[src/rtl/pd_pkg.sv]
package pd_pkg;
    localparam int FRAME_W   = 38;
    localparam int MARK_W    = 12;
    localparam int VALUE_W   = 8;
    localparam logic [MARK_W-1:0] LEAD_MARK  = 12'h801;
    localparam logic [MARK_W-1:0] TRAIL_MARK = 12'h7FE;
    localparam logic [1:0]        SEP_CODE   = 2'b10;

    // bit positions inside the assembled word (first bit received at the top)
    localparam int LEAD_LSB  = FRAME_W - MARK_W;       // 26
    localparam int FUNC_LSB  = LEAD_LSB - 2;           // 24
    localparam int PARAM_LSB = FUNC_LSB - 2;           // 22
    localparam int SEP_LSB   = PARAM_LSB - 2;          // 20
    localparam int VAL_LSB   = SEP_LSB - VALUE_W;      // 12
    localparam int CNT_W     = $clog2(FRAME_W + 1);

    typedef enum logic [1:0] {
        FN_SENSE    = 2'b00,
        FN_SIMULATE = 2'b01,
        FN_PROGRAM  = 2'b10,
        FN_READ     = 2'b11
    } func_e;

    typedef enum logic [1:0] {
        PR_GAIN2  = 2'b00,
        PR_GAIN1  = 2'b01,
        PR_OFFSET = 2'b10,
        PR_MISC   = 2'b11
    } param_e;

    typedef struct packed {
        func_e               func;
        param_e              param;
        logic [VALUE_W-1:0]  value;
    } cmd_t;

    // number of value bits each parameter keeps
    function automatic int kept_bits(param_e p);
        case (p)
            PR_GAIN2:  return 3;
            PR_GAIN1:  return 7;
            PR_OFFSET: return 8;
            default:   return 3;
        endcase
    endfunction
endpackage

[src/rtl/pd_field_check.sv]
module pd_field_check
    import pd_pkg::*;
(
    input  logic [FRAME_W-1:0] word,
    output cmd_t               raw_cmd,
    output logic               word_ok
);
    logic lead_ok;
    logic trail_ok;
    logic sep_ok;

    always_comb begin
        lead_ok       = (word[FRAME_W-1:LEAD_LSB] == LEAD_MARK);
        trail_ok      = (word[MARK_W-1:0] == TRAIL_MARK);
        sep_ok        = (word[SEP_LSB+1:SEP_LSB] == SEP_CODE);
        word_ok       = lead_ok && trail_ok && sep_ok;
        raw_cmd.func  = func_e'(word[FUNC_LSB+1:FUNC_LSB]);
        raw_cmd.param = param_e'(word[PARAM_LSB+1:PARAM_LSB]);
        raw_cmd.value = word[VAL_LSB+VALUE_W-1:VAL_LSB];
    end
endmodule

[src/rtl/pd_value_mask.sv]
module pd_value_mask
    import pd_pkg::*;
(
    input  cmd_t raw_cmd,
    output cmd_t out_cmd
);
    logic [VALUE_W-1:0] keep;

    for (genvar i = 0; i < VALUE_W; i++) begin : g_keep
        always_comb keep[i] = (i < kept_bits(raw_cmd.param));
    end

    always_comb begin
        out_cmd       = raw_cmd;
        out_cmd.value = raw_cmd.value & keep;
    end
endmodule

[src/rtl/pd_idle_timer.sv]
module pd_idle_timer #(
    parameter int LIMIT  = 1000,
    parameter int IDLE_W = $clog2(LIMIT + 1)
) (
    input  logic [IDLE_W-1:0] idle_q,
    input  logic              armed,
    input  logic              strobe,
    output logic [IDLE_W-1:0] idle_d,
    output logic              expire
);
    localparam logic [IDLE_W-1:0] LAST = IDLE_W'(LIMIT - 1);

    always_comb begin
        expire = 1'b0;
        idle_d = '0;
        if (armed && !strobe) begin
            if (idle_q == LAST) expire = 1'b1;
            else                idle_d = idle_q + 1'b1;
        end
    end
endmodule

[src/rtl/frame_cmd_decoder.sv]
module frame_cmd_decoder
    import pd_pkg::*;
#(
    parameter int TIMEOUT_CYCLES = 1000
) (
    input  logic       clk,
    input  logic       rst_n,
    input  logic       bit_valid,
    input  logic       bit_data,
    output logic       cmd_valid,
    output logic [1:0] cmd_func,
    output logic [1:0] cmd_param,
    output logic [7:0] cmd_value,
    output logic       frame_err,
    output logic       timeout_drop
);
    localparam int IDLE_W = $clog2(TIMEOUT_CYCLES + 1);
    localparam logic [CNT_W-1:0] LAST_BIT = CNT_W'(FRAME_W - 1);

    typedef struct packed {
        logic [FRAME_W-1:0] sr;
        logic [CNT_W-1:0]   cnt;
        logic [IDLE_W-1:0]  idle;
        logic               valid;
        logic               err;
        logic               drop;
        cmd_t               cmd;
    } state_t;

    state_t s_q, s_d;

    logic [FRAME_W-1:0] word;
    cmd_t               raw_cmd;
    cmd_t               masked_cmd;
    logic               word_ok;
    logic [IDLE_W-1:0]  idle_next;
    logic               expire;

    assign word = {s_q.sr[FRAME_W-2:0], bit_data};

    pd_field_check u_check (
        .word    (word),
        .raw_cmd (raw_cmd),
        .word_ok (word_ok)
    );

    pd_value_mask u_mask (
        .raw_cmd (raw_cmd),
        .out_cmd (masked_cmd)
    );

    pd_idle_timer #(.LIMIT(TIMEOUT_CYCLES), .IDLE_W(IDLE_W)) u_idle (
        .idle_q (s_q.idle),
        .armed  (s_q.cnt != '0),
        .strobe (bit_valid),
        .idle_d (idle_next),
        .expire (expire)
    );

    always_comb begin
        s_d       = s_q;
        s_d.valid = 1'b0;
        s_d.err   = 1'b0;
        s_d.drop  = 1'b0;
        s_d.idle  = idle_next;
        if (bit_valid) begin
            if (s_q.cnt == LAST_BIT) begin
                s_d.sr  = '0;
                s_d.cnt = '0;
                if (word_ok) begin
                    s_d.valid = 1'b1;
                    s_d.cmd   = masked_cmd;
                end else begin
                    s_d.err = 1'b1;
                end
            end else begin
                s_d.sr  = word;
                s_d.cnt = s_q.cnt + 1'b1;
            end
        end else if (expire) begin
            s_d.sr   = '0;
            s_d.cnt  = '0;
            s_d.drop = 1'b1;
        end
    end

    always_ff @(posedge clk) begin
        if (!rst_n) s_q <= '0;
        else        s_q <= s_d;
    end

    assign cmd_valid    = s_q.valid;
    assign frame_err    = s_q.err;
    assign timeout_drop = s_q.drop;
    assign cmd_func     = s_q.cmd.func;
    assign cmd_param    = s_q.cmd.param;
    assign cmd_value    = s_q.cmd.value;
endmodule

[config.mk]
export PLATFORM = sky130hd
export DESIGN_NAME = frame_cmd_decoder
export DESIGN_NICKNAME = d
export VERILOG_FILES = /design/src/rtl/pd_pkg.sv /design/src/rtl/pd_field_check.sv /design/src/rtl/pd_value_mask.sv /design/src/rtl/pd_idle_timer.sv /design/src/rtl/frame_cmd_decoder.sv
export SDC_FILE = /design/constraint.sdc
export NUM_CORES = 1
export LEC_CHECK = 0
export BUFFER_PORTS_ARGS = -buffer_cell sky130_fd_sc_hd__buf_2
export CORE_ASPECT_RATIO = 2
export CORE_MARGIN = 5
export CORE_UTILIZATION = 54
export DETAILED_ROUTE_END_ITERATION = 12
export GPL_TIMING_DRIVEN = 0
export PLACE_DENSITY = 0.79
export SLEW_MARGIN = 20
export SYNTH_ARGS = -nofsm -noshare
export SYNTH_HDL_FRONTEND = slang
export SYNTH_HIERARCHICAL = 1
export SYNTH_SLANG_ARGS = --single-unit
export TNS_END_PERCENT = 20
[constraint.sdc]
create_clock -name clk -period 2.15 [get_ports clk]
set_clock_uncertainty 0.2 [all_clocks]
set_input_delay 0.3225 -clock clk [delete_from_list [all_inputs] [get_ports clk]]
set_output_delay 0.3225 -clock clk [all_outputs]
set_load 0.01 [all_outputs]
==> qor_table.md, run 1 <==
| Metric | Reported |
|:---|:---|
| Share of synthesized registers carrying an async set or reset | 0% |
| Layout Cells excl Fill | 447 |
| Core Box Area | 0.00547 mm^2 |
| Arrival time of the worst setup path | 2.24 ns |
| Remaining global-route overflow | 0 |
| Clock tree sinks | 68 |
| Startpoint types | flop |
| Diodes inserted | 0 |
| Final Hold Fails | 0 |
| Cell count after synthesis | 352 |
| Total number of H-tree levels | 3 |
| Violations in the final reports | setup timing |
| Share of the clock period used by the worst path after layout | 103% |
| Min setup slack post-route | -0.0707 ns |
| Final Instance Area | 0.00354 mm^2 |
| Required time of the worst setup path | 2.17 ns |
| Critical Path Start | s_q[58]$_SDFFE_PN0P_ |
| Leakage | 1.36 nW |
| Residual DRC | 0 |
| Number of vias per cell after detailed routing | 5.74 |
| Peak Freq | 450 MHz |
| Wire length of the first global-routing pass | 10.9 mm |
| Number of cells in the design after placement | 430 |
| Cell area after synthesis | 0.00305 mm^2 |
| Relative slew slack | 55.3% |
| CTS Hold Buffers Added | 0 |
| Clock-pin slew on the worst setup and hold paths | 0.07 ns |
| Number of I/O pins | 19 |
| First-pass iteration count of the detailed router | 4 |
| Highest fanout seen on the critical path | 5 |
| Final net count | 391 |
| Yosys warns | 6 |
| Number of nets with antenna violations after detailed routing | 0 |
| Fin. max-slew vios | 0 |
| Outcome | finished, violations left |
| Clock root buffer master | sky130_fd_sc_hd__clkbuf_8 |
| Area Growth Syn to Fin | 15.9% |
| Beginning of the worst register-to-register path | s_q[58]$_SDFFE_PN0P_ |
| Die height | 116 um |
| CTS tree | built |
| Most used cells in the layout excluding fill and tap cells | 62 x sky130_fd_sc_hd__dfxtp_1, 48 x sky130_fd_sc_hd__nand2_1, 37 x sky130_fd_sc_hd__o22ai_1, 31 x sky130_fd_sc_hd__buf_4, 28 x sky130_fd_sc_hd__buf_2 |
| Power density relative to cell area | 667 mW/mm^2 |
| Worst flop-to-flop path endpoint | cmd_value[4]$_SDFFE_PN0P_ |
| Count of state elements after synthesis | 68 |
| Initial cell density of the core | 55.8% |
| I/O Buffers | 18 |
| Maximum number of pins on one net before global-route repair | 12 |
| Total placed instance area | 0.00322 mm^2 |
| Number of CTS-inserted buffers | 9 |
| Sort of element at the end of the critical path | flop |
| Detail-routed net length per standard cell | 14.3 um |
| Leading cell type in the layout, fill and taps excluded | sky130_fd_sc_hd__dfxtp_1 |
| Worst hold path class | in2reg |
| EDFF count, synth | 0 |
| Worst Tran Pin Value | 0.670 ns |
| First DRT Iteration DRCs | 103 |
| Maxcap violations | 0 |
| Min Hold Slack | 0.0701 ns |
| Die outline area | 0.00735 mm^2 |
| GRT Overall Usage | 18.6% |
| Synthesized netlist net count | 361 |
| Clock period minus final worst setup slack | 2.22 ns |
| Number of antenna violations at the first check in global routing | 0 |
| Routed Wire Length | 6.40 mm |
| Slack of the worst reg-to-reg path | -0.07 ns |
| Post-route core utilization | 64.7% |
| Count of unique library cells instantiated by Yosys | 52 |
| Placement row count | 38 |
| Worst-case reg-to-reg path depth | 7 |
| Finish-stage setup viols | 10 |
| Die span in x | 63.2 um |
| Ratio of cells with drive above 1 in the final layout | 27.4% |
| HPWL Detailed | 4.49 mm |
| Number of global-route vias before repair | 2496 |
| Final weighted congestion of routability-driven global placement | 0.827 |
| Sequential fraction of the synthesis area | 44.6% |
| Worst-case vdd ir drop | 0.613 mV |
| Clock Tree Buf Depth | 2 |
| Via count | 2564 |
| CP Class | reg2reg |
| RSZ-0062 raised after global routing | yes |
| Most used flip-flop cell after synthesis | sky130_fd_sc_hd__dfxtp_1 |
| Clock latency of the later-clocked register in the worst-skew pair | 0.35 ns |
| Capture point of the critical path | cmd_value[4]$_SDFFE_PN0P_ |
| Post-Syn Area per Cell | 8.67 um^2 |
synthesized netlist by cell type (all sizes together) (2+ instances only):
cell type | number | share of area [%]
dfxtp | 68 | 45
nand2 | 48 | 5.9
buf | 44 | 9.6
o22ai | 37 | 7.6
nand3 | 24 | 3.9
o21ai | 15 | 2.5
a21oi | 14 | 2.3
nor2 | 14 | 1.7
and2 | 11 | 2.3
clkbuf | 7 | 0.90
inv | 6 | 0.74
ha | 5 | 2.0
a31oi | 4 | 0.82
nand3b | 4 | 0.98
nand4 | 4 | 1.0
nor2b | 4 | 0.82
a21boi | 3 | 0.74
and3 | 3 | 0.61
and4 | 3 | 0.86
nor4b | 3 | 1.3
xor2 | 3 | 0.86
nand2b | 2 | 0.41
nor4 | 2 | 0.61
or3 | 2 | 0.41
or3b | 2 | 0.57
xnor2 | 2 | 0.57
area by class of cell:
type / count / area, um^2
plain buffers: 50 / 335
multi-input cells: 227 / 1440
well taps: 60 / 75.1
fillers: 466 / 1930
flip-flops and latches: 68 / 1370
clock inverters: 4 / 22.5
repair buffers: 20 / 113
inverters: 6 / 22.5
clock buffers: 12 / 165
stage by stage:
stage                     power (mW)  TNS [ns]  worst slack [ns]
after floorplan                 1.37         0            0.0373
after global placement          1.40     -6.65            -0.395
after detailed placement        1.40     -8.67            -0.446
after CTS                       2.37    -0.670           -0.0782
after global routing            2.44     -1.56            -0.154
final                           2.36    -0.526           -0.0707
critical path: stages, from the launching register on:
cell and delay, ns:
sky130_fd_sc_hd__dfxtp_2 0.34, sky130_fd_sc_hd__nor4b_4 0.29, sky130_fd_sc_hd__nand4_1 0.19, sky130_fd_sc_hd__nor4_4 0.26, sky130_fd_sc_hd__or3b_4 0.47, sky130_fd_sc_hd__buf_8 0.16, sky130_fd_sc_hd__o21ai_4 0.12, sky130_fd_sc_hd__a21oi_2 0.07
what timing repair did:
| action | CTS | global route |
|---|---|---|
| pin swaps | 4 | 2 |
| gates cloned | 1 | 0 |
| buffers inserted | 1 | 0 |
| resized for setup | 27 | 17 |
| setup endpoints to repair | 52 | 52 |
| hold endpoints to repair | 0 | 0 |
how the worst min path moves through the flow:
stage	from	end	slack [ns]	depth (start not counted)
3_3_place_gp	s_q[67]$_SDFFE_PN0P_	s_q[67]$_SDFFE_PN0P_	0.26	2
4_1_cts	bit_data	s_q[31]$_SDFFE_PN0P_	0.05	3
5_1_grt	bit_data	s_q[31]$_SDFFE_PN0P_	0.09	3
6_report	bit_data	s_q[31]$_SDFFE_PN0P_	0.07	3
2_1_floorplan	s_q[67]$_SDFFE_PN0P_	s_q[67]$_SDFFE_PN0P_	0.23	2
3_5_place_dp	cmd_value[3]$_SDFFE_PN0P_	cmd_value[3]$_SDFFE_PN0P_	0.27	2
metal layers:
| layer | GRT usage, % | vias to the layer above | part of all wire (%) |
|---|---|---|---|
| met5 | 0 | - | 0 |
| met4 | 9.77 | 0 | 2.0 |
| met3 | 4.14 | 8 | 3.9 |
| met2 | 36.1 | 47 | 58 |
| met1 | 17.5 | 1212 | 36 |
| li1 | - | 1297 | - |
report_power, final:
part | total, mW | internal, mW | leakage [nW] | switching (mW)
sequential | 1.27 | 1.27 | 0.551 | 0.00739
combinational | 0.105 | 0.0324 | 0.706 | 0.0729
clock | 0.979 | 0.507 | 0.0982 | 0.473
cell families (layout without fill, tap and decap cells):
| kind of cell | Yosys count | in the layout | share of synthesized area [%] |
|---|---|---|---|
| AOI/OAI and AO/OA | 83 | 83 | 17.0 |
| xor gates and xnor gates | 5 | 5 | 1.43 |
| adders and majority gates | 5 | 5 | 2.05 |
| buffers and inverters | 57 | 92 | 11.2 |
| DFF | 68 | 68 | 44.6 |
| and+or+nand+nor | 134 | 134 | 23.7 |
registers in the layout, indices dropped and copies added (netlist names):
name / count
s_q: 53
cmd_value: 8
cmd_func: 2
cmd_param: 2
cmd_valid: 1
frame_err: 1
timeout_drop: 1
No activity file was read; power rests on OpenSTA's default activity.
==> run 2, diff against run 1 <==
CORE_MARGIN = not set   (was 5)
SETUP_SLACK_MARGIN = 0.3   (was not set)
==> qor_table.md, run 2 (synthesis gave the netlist of run 1 again) <==
| Metric | Reported |
|:---|:---|
| Outcome | finished, violations left |
| Violations in the final reports | setup timing |
| Peak Freq | 451 MHz |
| Share of the clock period used by the worst path after layout | 103% |
| Final net count | 392 |
| Maximum number of pins on one net before global-route repair | 11 |
| Wire length of the first global-routing pass | 10.3 mm |
| Clock-pin slew on the worst setup and hold paths | 0.07 ns |
| Worst-case vdd ir drop | 0.676 mV |
| Number of nets with antenna violations after detailed routing | 0 |
| CTS tree | built |
| RSZ-0062 raised after global routing | yes |
| Total placed instance area | 0.00323 mm^2 |
| Worst hold path class | in2reg |
| Worst Tran Pin Value | 0.560 ns |
| Worst flop-to-flop path endpoint | cmd_value[3]$_SDFFE_PN0P_ |
| CP Class | reg2reg |
| Relative slew slack | 62.7% |
| Most used cells in the layout excluding fill and tap cells | 61 x sky130_fd_sc_hd__dfxtp_1, 48 x sky130_fd_sc_hd__nand2_1, 37 x sky130_fd_sc_hd__o22ai_1, 30 x sky130_fd_sc_hd__buf_4, 27 x sky130_fd_sc_hd__buf_2 |
| Via count | 2559 |
| Startpoint types | flop |
| Largest reg by FF count | s_q |
| Worst-case reg-to-reg path depth | 7 |
| Finish-stage setup viols | 10 |
| Maxcap violations | 0 |
| Highest fanout seen on the critical path | 5 |
| Number of cells traversed by the worst hold path | 3 |
| Arrival time of the worst setup path | 2.23 ns |
| Worst path slowest cell | sky130_fd_sc_hd__or3b_4 |
| Die span in x | 55.2 um |
| Leakage | 1.36 nW |
| First DRT Iteration DRCs | 53 |
| Power density relative to cell area | 674 mW/mm^2 |
| Post-route core utilization | 65.7% |
| Ratio of cells with drive above 1 in the final layout | 26.1% |
| Final weighted congestion of routability-driven global placement | 0.919 |
| Slack of the worst reg-to-reg path | -0.07 ns |
| Clock Tree Buf Depth | 2 |
| Number of filler cells placed in the layout | 448 |
| First-pass iteration count of the detailed router | 4 |
| Final Instance Area | 0.00356 mm^2 |
| Number of cells in the design after placement | 430 |
| Number of flip-flops in the largest register | 53 |
| Total area of multi-input combinational cells | 0.00144 mm^2 |
| Placement row count | 38 |
| Place WS | -0.268 ns |
| GRT Overall Usage | 24.2% |
| Number of antenna violations at the first check in global routing | 0 |
| Residual DRC | 0 |
| CTS Hold Buffers Added | 0 |
| Number of cells on the critical path | 7 |
| Min setup slack post-route | -0.0665 ns |
| Required time of the worst setup path | 2.17 ns |
| Destination of the worst hold path | s_q[31]$_SDFFE_PN0P_ |
| Fin. max-slew vios | 0 |
| Clock root buffer master | sky130_fd_sc_hd__clkbuf_8 |
| Sort of element at the end of the critical path | flop |
| Routed Wire Length | 6.41 mm |
| Remaining global-route overflow | 0 |
| Die outline area | 0.00598 mm^2 |
| Clock latency of the later-clocked register in the worst-skew pair | 0.35 ns |
| Layout Cells excl Fill | 447 |
| Core Box Area | 0.00542 mm^2 |
| Setup TNS | -0.382 ns |
| Hold Path Origin | bit_data |
| Area Growth Syn to Fin | 16.6% |
| Final Hold Fails | 0 |
| Top cell family by delay on the critical path | simple AND/OR/NAND/NOR gates |
| Clock tree sinks | 68 |
| Detail-routed net length per standard cell | 14.3 um |
| I/O Buffers | 18 |
| Clock period minus final worst setup slack | 2.22 ns |
| Total number of H-tree levels | 3 |
| Number of buffers and inverters on the critical path | 1 |
| Critical-path cell list | nor4b_4 > nand4_1 > nor4_4 > or3b_4 > clkbuf_8 > o21ai_1 > a21oi_1 |
| Min Hold Slack | 0.0761 ns |
| Beginning of the worst register-to-register path | s_q[57]$_SDFFE_PN0P_ |
| Max incr delay on CP | 0.46 ns |
| Number of vias per cell after detailed routing | 5.72 |
| Number of global-route vias before repair | 2447 |
| Sum of internal, switching and leakage power | 2.40 mW |
| Number of I/O pins | 19 |
| Number of CTS-inserted buffers | 9 |
| Diodes inserted | 0 |
| Storage cell area | 0.00137 mm^2 |
| Die height | 108 um |
| Leading cell type in the layout, fill and taps excluded | sky130_fd_sc_hd__dfxtp_1 |
| HPWL Detailed | 4.53 mm |
| Initial cell density of the core | 56.3% |
run 2: power by group:
part	switching (mW)	total (mW)	internal, mW
sequential	0.00814	1.27	1.27
clock	0.453	1.01	0.561
combinational	0.0752	0.112	0.0370
run 2: worst reg2reg max path, cell delays in order, from the launching register on:
cell	delay, ns
sky130_fd_sc_hd__dfxtp_2	0.33
sky130_fd_sc_hd__nor4b_4	0.27
sky130_fd_sc_hd__nand4_1	0.18
sky130_fd_sc_hd__nor4_4	0.28
sky130_fd_sc_hd__or3b_4	0.46
sky130_fd_sc_hd__clkbuf_8	0.18
sky130_fd_sc_hd__o21ai_1	0.12
sky130_fd_sc_hd__a21oi_1	0.08
run 2: worst max-delay path by stage:
stage,startpoint,end
after floorplan,bit_data,cmd_func[0]$_SDFFE_PN0P_
after global placement,bit_data,cmd_value[1]$_SDFFE_PN0P_
after detailed placement,bit_data,cmd_value[3]$_SDFFE_PN0P_
after CTS,s_q[57]$_SDFFE_PN0P_,cmd_value[6]$_SDFFE_PN0P_
after global routing,s_q[60]$_SDFFE_PN0P_,cmd_value[3]$_SDFFE_PN0P_
final,s_q[57]$_SDFFE_PN0P_,cmd_value[3]$_SDFFE_PN0P_
run 2: layer usage:
layer	track usage, %	routed length [um]	vias up
met2	42.0	3650	60
met5	0	0	-
met3	6.89	211	13
met1	22.2	2390	1191
met4	17.3	164	0
li1	-	-	1295
run 2: timing repair:
item | 4_1_cts | 5_1_grt
resized for setup | 28 | 7
endpoints found under the setup margin | 55 | 55
pin swaps | 0 | 1
cloned | 1 | 0
buffers inserted | 1 | 0
run 2: final cells by class:
| type | instances | share of cell area (%) |
|---|---|---|
| buffer | 51 | 10.1 |
| multi-input combinational | 227 | 40.4 |
| timing repair buffer | 20 | 3.06 |
| sequential | 68 | 38.6 |
| clock inverter | 2 | 0.984 |
| clock buffer | 13 | 4.18 |
| tap | 60 | 2.11 |
| inverter | 6 | 0.633 |
==> run 3, diff against run 2 <==
REMOVE_ABC_BUFFERS = 1   (was not set)
==> qor_table.md, run 3 (synthesis gave the netlist of run 1 again) <==
| Metric | Reported |
|:---|:---|
| First DRT Iteration DRCs | 62 |
| Outcome | finished, violations left |
| I/O Buffers | 18 |
| CP Class | reg2reg |
| Die outline area | 0.00598 mm^2 |
| Worst Tran Pin Value | 0.558 ns |
| Startpoint types | flop |
| Share of total power in sequential cells | 53.2% |
| Placement row count | 38 |
| Number of nets with antenna violations after detailed routing | 0 |
| Worst path slowest cell | sky130_fd_sc_hd__or3b_4 |
| Leakage | 1.14 nW |
| Worst hold path class | in2reg |
| Clock latency of the later-clocked register in the worst-skew pair | 0.35 ns |
| Core Box Area | 0.00542 mm^2 |
| Total placed instance area | 0.00290 mm^2 |
| Residual DRC | 0 |
| CTS tree | built |
| Min Hold Slack | 0.0756 ns |
| Hold Path Origin | bit_data |
| Violations in the final reports | setup timing |
| Clock Tree Buf Depth | 2 |
| Die height | 108 um |
| Leading cell type in the layout, fill and taps excluded | sky130_fd_sc_hd__dfxtp_1 |
| Worst-case vdd ir drop | 0.536 mV |
| Sum of internal, switching and leakage power | 2.39 mW |
| Initial cell density of the core | 56.3% |
| Routed Wire Length | 6.14 mm |
| Critical-path cell list | nor4bb_4 > nand4_1 > nor4_4 > or3b_4 > o21ai_1 > a21oi_1 |
| Clock root buffer master | sky130_fd_sc_hd__clkbuf_8 |
| Final Hold Fails | 0 |
| GRT Overall Usage | 23.3% |
| Ratio of cells with drive above 1 in the final layout | 22.9% |
| Power density relative to cell area | 720 mW/mm^2 |
| Min setup slack post-route | -0.0702 ns |
| Maxcap violations | 0 |
| Arrival time of the worst setup path | 2.23 ns |
| Clock group share of total power | 42.6% |
| Final Instance Area | 0.00333 mm^2 |
| Worst-case reg-to-reg path depth | 6 |
| Detail-routed net length per standard cell | 15.3 um |
| Clock-pin slew on the worst setup and hold paths | 0.07 ns |
| Remaining global-route overflow | 0 |
| Layout Cells excl Fill | 401 |
| Clock period minus final worst setup slack | 2.22 ns |
| Highest fanout seen on the critical path | 6 |
| Required time of the worst setup path | 2.16 ns |
| Net Sw Power | 0.573 mW |
| Critical Path Start | s_q[66]$_SDFFE_PN0P_ |
| Max incr delay on CP | 0.48 ns |
| Total number of H-tree levels | 3 |
| Diodes inserted | 0 |
| Number of cells on the critical path | 6 |
| HPWL Detailed | 3.73 mm |
| Share of the clock period used by the worst path after layout | 103% |
| Largest reg by FF count | s_q |
| Clock tree sinks | 68 |
| RSZ-0062 raised after global routing | yes |
| Comb power frac | 4.2% |
| CTS Hold Buffers Added | 0 |
| Number of cells in the design after placement | 379 |
| First-pass iteration count of the detailed router | 4 |
| Number of vias per cell after detailed routing | 6.02 |
| Design internal power | 1.82 mW |
| Number of cells traversed by the worst hold path | 3 |
| Maximum number of pins on one net before global-route repair | 60 |
| Peak Freq | 450 MHz |
| Via count | 2415 |
| Number of flip-flops in the largest register | 53 |
| Most used cells in the layout excluding fill and tap cells | 58 x sky130_fd_sc_hd__dfxtp_1, 48 x sky130_fd_sc_hd__nand2_1, 29 x sky130_fd_sc_hd__o22ai_1, 22 x sky130_fd_sc_hd__nand3_1, 17 x sky130_fd_sc_hd__buf_2 |
| Number of antenna violations at the first check in global routing | 0 |
| Beginning of the worst register-to-register path | s_q[66]$_SDFFE_PN0P_ |
| Number of CTS-inserted buffers | 9 |
| Number of I/O pins | 19 |
| Final net count | 345 |
| Fin. max-slew vios | 0 |
| Final weighted congestion of routability-driven global placement | 0.816 |
| Wire length of the first global-routing pass | 9.90 mm |
| Number of global-route vias before repair | 2220 |
| Top cell family by delay on the critical path | simple AND/OR/NAND/NOR gates |
| Die span in x | 55.2 um |
| Net switching share of the total power | 23.9% |
| Relative slew slack | 62.7% |
| Finish-stage setup viols | 3 |
| Sort of element at the end of the critical path | flop |
| Area Growth Syn to Fin | 8.93% |
| Number of buffers and inverters on the critical path | 0 |
==> run 3: cell types whose count changed in the layout (fill, tap and decap cells not counted), moves of 4 or more <==
cell	change
sky130_fd_sc_hd__o22ai_1	-8
sky130_fd_sc_hd__clkbuf_1	-7
sky130_fd_sc_hd__o22ai_2	+8
sky130_fd_sc_hd__buf_4	-27
sky130_fd_sc_hd__buf_2	-10
sky130_fd_sc_hd__buf_6	-4
sky130_fd_sc_hd__o21ai_1	+5
==> run 3: worst paths after layout <==
kind / end / slack [ns]
max: cmd_value[2]$_SDFFE_PN0P_ / -0.07
min: s_q[31]$_SDFFE_PN0P_ / 0.08
max reg2reg: cmd_value[2]$_SDFFE_PN0P_ / -0.07
min reg2reg: cmd_value[0]$_SDFFE_PN0P_ / 0.27
==> run 3: layout make-up <==
class	count	area (um^2)
Fill cell	477	2090
Clock inverter	7	67.6
Tap cell	60	75.1
Timing Repair Buffer	21	128
Sequential cell	68	1380
Multi-Input combinational cell	230	1530
Clock buffer	9	124
Inverter	6	22.5
==> run 3: per-layer routing <==
layer	vias up	share of wire, %	routed length, um	track usage [%]
met5	-	0	0	0
met4	0	2.4	147	11.8
met3	9	3.3	202	7.03
met2	41	55	3400	40.1
met1	1158	39	2390	23.9
li1	1207	-	-	-
==> run 3: timing repair <==
| item | CTS | global route |
|---|---|---|
| endpoints found under the setup margin | 57 | 60 |
| pin swaps | 9 | 20 |
| gates resized for setup | 38 | 18 |
| setup buffers | 3 | 0 |
| gates cloned | 3 | 0 |
==> run 3: worst min-delay path, stage by stage <==
cell and delay, ns:
sky130_fd_sc_hd__buf_2 0.13, sky130_fd_sc_hd__nand2_1 0.07, sky130_fd_sc_hd__o22ai_2 0.06
==> run 3: power by group through the flow <==
stage	Combinational, mW	Sequential [mW]	Clock, mW
global route	0.112	1.27	1.09
CTS	0.0948	1.27	1.04
finish	0.100	1.27	1.02
floorplan	0.0497	1.30	0
global placement	0.0828	1.30	0
detailed placement	0.0845	1.30	0
==> run 3: stage by stage <==
stage | utilization, % | setup TNS, ns | worst slack (ns)
floorplan | - | -9.75 | -0.235
global placement | 53.5 | -37.81 | -1.05
detailed placement | 53.5 | -23.53 | -1.10
CTS | 60.0 | -0.141 | -0.0344
global route | 61.4 | -1.24 | -0.161
finish | 61.4 | -0.0913 | -0.0702
